File: config.mk
export PLATFORM = sky130hd
export DESIGN_NAME = wp_ctrl
export DESIGN_NICKNAME = d
export VERILOG_FILES = /design/src/rtl/wp_pkg.sv /design/src/rtl/wp_region_chk.sv /design/src/rtl/wp_wel.sv /design/src/rtl/wp_cfg_reg.sv /design/src/rtl/wp_ctrl.sv
export SDC_FILE = /design/constraint.sdc
export NUM_CORES = 1
export LEC_CHECK = 0
export BUFFER_PORTS_ARGS = -buffer_cell sky130_fd_sc_hd__clkbuf_2
export CORE_AREA = 2 2 39 41
export CTS_CLUSTER_SIZE = 8
export DETAILED_ROUTE_END_ITERATION = 16
export DIE_AREA = 0 0 41 43
export PLACE_DENSITY = 0.66
export SYNTH_ARGS = -nofsm -noshare
export SYNTH_HDL_FRONTEND = slang
export SYNTH_SLANG_ARGS = --single-unit
File: constraint.sdc
create_clock -name clk -period 2.7 [get_ports clk]
set_clock_uncertainty 0.1 [all_clocks]
set_input_delay 0.27 -clock clk [delete_from_list [all_inputs] [get_ports clk]]
set_output_delay 0.27 -clock clk [all_outputs]
set_load 0.02 [all_outputs]
File: src/rtl/wp_pkg.sv
package wp_pkg;
  localparam int STAT_W       = 8;
  localparam int STAT_PEN_BIT = 7;
  localparam int STAT_LVL_HI  = 3;
  localparam int STAT_LVL_LO  = 2;
  localparam int STAT_WEL_BIT = 1;

  typedef enum logic [1:0] {
    LVL_NONE = 2'd0,
    LVL_QTR  = 2'd1,
    LVL_HALF = 2'd2,
    LVL_ALL  = 2'd3
  } prot_lvl_e;

  typedef struct packed {
    logic      pen;
    prot_lvl_e lvl;
  } prot_cfg_t;
endpackage

File: src/rtl/wp_region_chk.sv
module wp_region_chk #(
  parameter int ADDR_W = 15
) (
  input  wp_pkg::prot_lvl_e  lvl,
  input  logic [ADDR_W-1:0]  addr,
  output logic               hit
);
  import wp_pkg::*;

  localparam logic [ADDR_W-1:0] HALF_BASE = ADDR_W'(1) << (ADDR_W - 1);
  localparam logic [ADDR_W-1:0] QTR_BASE  = HALF_BASE | (ADDR_W'(1) << (ADDR_W - 2));

  always_comb begin
    unique case (lvl)
      LVL_NONE: hit = 1'b0;
      LVL_QTR:  hit = (addr >= QTR_BASE);
      LVL_HALF: hit = (addr >= HALF_BASE);
      default:  hit = 1'b1;
    endcase
  end
endmodule

File: src/rtl/wp_wel.sv
module wp_wel (
  input  logic clk,
  input  logic rst,
  input  logic set_i,
  input  logic clr_i,
  output logic wel_o
);
  logic wel_q;

  always_ff @(posedge clk) begin
    if (rst)        wel_q <= 1'b0;
    else if (clr_i) wel_q <= 1'b0;
    else if (set_i) wel_q <= 1'b1;
  end

  assign wel_o = wel_q;


  wel_cleared_chk: assert property (@(posedge clk) disable iff (rst)
    clr_i |=> !wel_o);


  wel_set_chk: assert property (@(posedge clk) disable iff (rst)
    (set_i && !clr_i) |=> wel_o);
endmodule

File: src/rtl/wp_cfg_reg.sv
module wp_cfg_reg (
  input  logic                       clk,
  input  logic                       rst,
  input  logic                       wr_en,
  input  logic [wp_pkg::STAT_W-1:0]  wdata,
  input  logic                       wp_n,
  output wp_pkg::prot_cfg_t          cfg_o
);
  import wp_pkg::*;

  prot_cfg_t cfg_q;

  always_ff @(posedge clk) begin
    if (rst) begin
      cfg_q <= '{pen: 1'b0, lvl: LVL_NONE};
    end else if (wr_en) begin
      cfg_q.pen <= wdata[STAT_PEN_BIT];
      cfg_q.lvl <= prot_lvl_e'(wdata[STAT_LVL_HI:STAT_LVL_LO]);
    end
  end

  assign cfg_o = cfg_q;


  pen_sticky_chk: assert property (@(posedge clk) disable iff (rst)
    (cfg_q.pen && !wp_n) |=> cfg_q.pen);
endmodule

File: src/rtl/wp_ctrl.sv
module wp_ctrl #(
  parameter int ADDR_W = 15
) (
  input  logic              clk,
  input  logic              rst,
  input  logic              wel_set,
  input  logic              req_valid,
  input  logic              req_is_status,
  input  logic [ADDR_W-1:0] req_addr,
  input  logic [7:0]        req_wdata,
  input  logic              wp_n,
  output logic              resp_valid,
  output logic              resp_grant,
  output logic [7:0]        status
);
  import wp_pkg::*;

  prot_cfg_t cfg;
  logic      wel;
  logic      region_hit;
  logic      hw_lock;
  logic      allow;
  logic      cfg_wr;
  logic      rv_q, rg_q;

  wp_wel u_wel (
    .clk   (clk),
    .rst   (rst),
    .set_i (wel_set),
    .clr_i (req_valid),
    .wel_o (wel)
  );

  wp_region_chk #(.ADDR_W(ADDR_W)) u_region (
    .lvl  (cfg.lvl),
    .addr (req_addr),
    .hit  (region_hit)
  );

  assign hw_lock = cfg.pen & ~wp_n;

  always_comb begin
    if (req_is_status) allow = wel & ~hw_lock;
    else               allow = wel & ~region_hit;
  end

  assign cfg_wr = req_valid & req_is_status & allow;

  wp_cfg_reg u_cfg (
    .clk   (clk),
    .rst   (rst),
    .wr_en (cfg_wr),
    .wdata (req_wdata),
    .wp_n  (wp_n),
    .cfg_o (cfg)
  );

  always_ff @(posedge clk) begin
    if (rst) begin
      rv_q <= 1'b0;
      rg_q <= 1'b0;
    end else begin
      rv_q <= req_valid;
      rg_q <= req_valid & allow;
    end
  end

  assign resp_valid = rv_q;
  assign resp_grant = rg_q;

  always_comb begin
    status                          = '0;
    status[STAT_PEN_BIT]            = cfg.pen;
    status[STAT_LVL_HI:STAT_LVL_LO] = cfg.lvl;
    status[STAT_WEL_BIT]            = wel;
  end


  resp_follows_req_chk: assert property (@(posedge clk) disable iff (rst)
    req_valid |=> resp_valid);


  resp_single_chk: assert property (@(posedge clk) disable iff (rst)
    !req_valid |=> !resp_valid);


  grant_with_valid_chk: assert property (@(posedge clk) disable iff (rst)
    resp_grant |-> resp_valid);


  no_wel_no_grant_chk: assert property (@(posedge clk) disable iff (rst)
    (req_valid && !status[STAT_WEL_BIT]) |=> !resp_grant);


  region_refused_chk: assert property (@(posedge clk) disable iff (rst)
    (req_valid && !req_is_status && region_hit) |=> !resp_grant);


  locked_status_chk: assert property (@(posedge clk) disable iff (rst)
    (req_valid && req_is_status && status[STAT_PEN_BIT] && !wp_n) |=> (!resp_grant && $stable(status[7:2])));


  spare_bits_zero_chk: assert property (@(posedge clk) disable iff (rst)
    (status[6:4] == 3'b000) && !status[0]);
endmodule

; ---- Yosys cells after proc, flatten, opt, wreduce, memory -nomap -nowiden
; Cells that the tools add are included.
[word_totals]
out_inout_bits = 10
input_bits = 29
elab_cells = 22
regBits = 6
[op_classes]
bitwise = 9
n_eq_ne = 2
n_mux = 2
magnitude_cmp = 2
reduce_logical = 2
[ops]
columns = cell, count
row1 = "15-bit greater-or-equal comparator, second input constant", 2
row2 = 1-bit bitwise AND, 6
row3 = 1-bit NOT, 3
row4 = 1-bit case mux with 3 select lines, 1
row5 = "2-bit by 1-bit == test with 1-bit output, second input constant", 1
row6 = "2-bit == test, second input constant", 1
row7 = 2-bit logical NOT, 1
row8 = 2-bit OR reduction, 1
row9 = 1-bit two-way mux, 1

; ---- Longest topological paths before layout
[logic_depth]
word_depth = 6
depth_mapped = 3

; ---- Cells and area by module
; Synthesis repeated with hierarchy kept, for this count alone.
[unflattened]
hier_cells = 30
area_unflattened_um2 = 274.0
[by_module_without_submodules]
columns = mod, seq_area_each_um2, cells_per_inst, area_each_um2, instances
row1 = wp_ctrl, 40.0, 15, 125.1, 1
row2 = wp_cfg_reg, 60.1, 9, 101.3, 1
row3 = wp_wel, 20.0, 3, 33.8, 1
row4 = wp_region_chk, 0.0, 3, 13.8, 1

; ---- Least setup slack after synthesis
; OpenSTA, ideal clock, no wires.
[synth_timing]
path_kind = reg2reg
startpoint = reg u_cfg.cfg_q, in the netlist u_cfg.cfg_o[2]
endpoint = reg u_cfg.cfg_o[0] (netlist name)
required_time_ns = 2.480
path_stages_with_launch = 4
arrival_ns = 0.850
path_buffers = 0
period_less_slack_ns = 1.070
setup_slack_ns = 1.630
path_cell_list = dfxtp_1 -> nor2b_2 -> nor2_4 -> mux2i_1
[synth_via]
elab_chain_len = 5
[synth_lines]
columns = item, line
row1 = "start, declared", wp_cfg_reg.sv:11  ; prot_cfg_t cfg_q;
row2 = "start signal, assigned", wp_cfg_reg.sv:15  ; cfg_q <= '{pen: 1'b0, lvl: LVL_NONE};
row3 = 1-bit bitwise AND, wp_ctrl.sv:40  ; assign hw_lock = cfg.pen & ~wp_n;
row4 = 1-bit NOT, wp_ctrl.sv:43  ; if (req_is_status) allow = wel & ~hw_lock;
row5 = 1-bit bitwise AND, wp_ctrl.sv:43
row6 = 1-bit two-way mux, wp_ctrl.sv:43
row7 = 1-bit bitwise AND, wp_ctrl.sv:47  ; assign cfg_wr = req_valid & req_is_status & allow;
; Every way passes these cells.
; A chain may end at the register's enable or synchronous reset.

; ---- Worst setup path after layout
[layout_timing]
startpoint = reg u_wel.wel_q, in the netlist u_wel.wel_o
endpoint = out status[1]
[layout_lines]
columns = item, line
row1 = "start, declared", wp_wel.sv:8  ; logic wel_q;
row2 = "start signal, assigned", wp_wel.sv:11  ; if (rst) wel_q <= 1'b0;
row3 = "start signal, assigned", wp_wel.sv:12  ; else if (clr_i) wel_q <= 1'b0;
row4 = "start signal, assigned", wp_wel.sv:13  ; else if (set_i) wel_q <= 1'b1;
row5 = "end, declared", wp_ctrl.sv:14  ; output logic [7:0] status
; No word-level cell between the ends.

==> out/qor.txt <==
Num CTS Buffers: 3
Distinct cells, synth: 16
Via Count: 253
Final Hold Violating Endpoints: 0
Crit Path Category: flip-flop to primary output
Worst r2r src: u_cfg.cfg_o[2]
Final GP Congestion: 0.679
First-pass GRT wire length: 828 µm
H-tree Lvls: 1
Pleak: 0.187 nW
R2r endpoint: u_cfg.cfg_o[0]
Slowest stage delay, CP: 0.37 ns
Hold depth: 2
ANT nets after route: 0
Hold_ws: 0.141 ns
I/O Buffers: 16
Via density: 3.89
Core ar.: 1380 µm²
Hold Startpoint: req_valid
Die height: 43 µm
Total die area: 1760 µm²
Total gr overflow: 0
Die width: 41 µm
Worst VDD drop: 0.239 mV
Hold Crit Class: input port to flip-flop
Slowest CP cell: dfxtp_1
CTS Sinks: 6
Layout cells sized above 1: 49.0%
Pins Over Slew Limit: 0
Flop-to-flop setup slack: 1.71 ns
Layout overhead on the synthesized area: 30.3%
CTS tree: yes
Total chip power: 0.201 mW
Top delay family on crit path: flip-flops
Worst skew pair latency: 0.24 ns
Gr usage total: 7.34%
Post-cts resize count: 0
Vias in the first global route: 215
Largest net degree at the start of global routing: 9
Ys Warns: 0
Most frequent cells in the layout: clkbuf_2, dfxtp_1, nand2b_1
PD cells: 486 nW/µm²
Area after DPL: 392 µm²
Total negative slack: 0 ns
Fmax: 856 MHz
Initial antenna violation count: 0
Residual DRC: 0
Post-CTS Setup Bufs: 0
Initial DRC count: 3
Drt wl/cell: 8.20 µm
Most common cell after layout, fill and taps aside: clkbuf_2
Post-Syn Area: 318 µm²
Antenna diodes: 0
Register area share after synthesis: 37.8%
Max-Cap Viols: 0
Worst-path cell chain: clkbuf_2
Crit share post-route: 43.2%
Status: finished, final reports clean
WHS Endpoint: u_wel.wel_o
Setup Viol. Count Final: 0
DR pass1 iterations: 2
CP startpoint kind: flip-flop
Design Area, Final: 414 µm²
Final Critical Period: 1.17 ns
Reg2reg path depth: 3
Cells after Synth: 32
Core Util, Final: 29.9%
Total routed wirelength: 533 µm
Critical path buffers and inverters: 1
Boundary pin count: 39
Worst EP required: 2.33 ns
Row cnt: 14
CTS Root Cell: clkbuf_4
Hold Buf Count CTS: 0
Starting Density: 23.0%
Critical-path maximum fanout: 4
Crit path capture type: primary output
CP arrival: 0.80 ns
Post-Syn Area per Cell: 9.93 µm²
#FFs+latches synth: 6
RSZ-0062 raised after global routing: false
# nets final: 80
Clock Tree Buf Depth: 2
Reg clk slew, reported paths: 0.05 ns
-- layer usage --
layer	vias up	wire, µm	GRT usage (%)
met5	-	0	0
met4	0	0	6.00
met3	0	65	4.19
met2	13	258	10.0
met1	103	208	7.74
li1	137	-	-
-- kinds of logic (layout without fill, tap and decap cells) --
group	count (synthesis)	count (layout)	share of synthesized area [%]
AND/OR/NAND/NOR	15	15	34.3
flip-flops	6	6	37.8
buffers and inverters	5	19	11.8
multiplexers	3	3	9.45
AO/OA/AOI/OAI	2	2	5.51
other	1	4	1.18
-- where the power goes --
part | switching, mW | internal (mW)
registers | 0.00145 | 0.0913
logic | 0.0160 | 0.0115
clock network | 0.0309 | 0.0502
-- cell type report --
class	instances	area [µm²]
timing repair buffer	16	80.1
fill	154	970
sequential	6	120
multi-input combinational	24	171
clock buffer	3	22.5
tap	16	20.0
-- per-stage QoR --
stage          std cells  setup slack, ns
3_3_place_gp          62             1.70
3_5_place_dp          62             1.69
2_1_floorplan         35             1.63
6_report              65             1.53
5_1_grt               65             1.49
4_1_cts               65             1.52
-- synth_stat cells, drive strengths merged --
cell type / n / share of area, %
nor3: 1 / 1.6
o21ai: 1 / 1.6
buf: 5 / 12
dfxtp: 6 / 38
nand3: 2 / 4.7
or2b: 1 / 2.4
nor2: 3 / 5.9
conb: 1 / 1.2
nand2b: 5 / 9.8
nand4b: 1 / 2.8
nor2b: 2 / 7.1
a211oi: 1 / 3.9
mux2i: 3 / 9.4
-- state kept, by name (all words and copies together), names as in the netlist --
name and flops:
u_cfg.cfg_o 3, resp_grant 1, resp_valid 1, u_wel.wel_o 1
-- worst max path at each step --
stage	from	slack [ns]	cells after the start	endpoint
6_report	u_wel.wel_o	1.53	1	status[1]
5_1_grt	u_wel.wel_o	1.49	1	status[1]
4_1_cts	u_wel.wel_o	1.52	1	status[1]
3_5_place_dp	req_is_status	1.69	4	u_cfg.cfg_o[0]
3_3_place_gp	req_is_status	1.70	4	u_cfg.cfg_o[1]
2_1_floorplan	u_cfg.cfg_o[2]	1.63	3	u_cfg.cfg_o[0]
No activity file was read; power rests on OpenSTA's default activity.
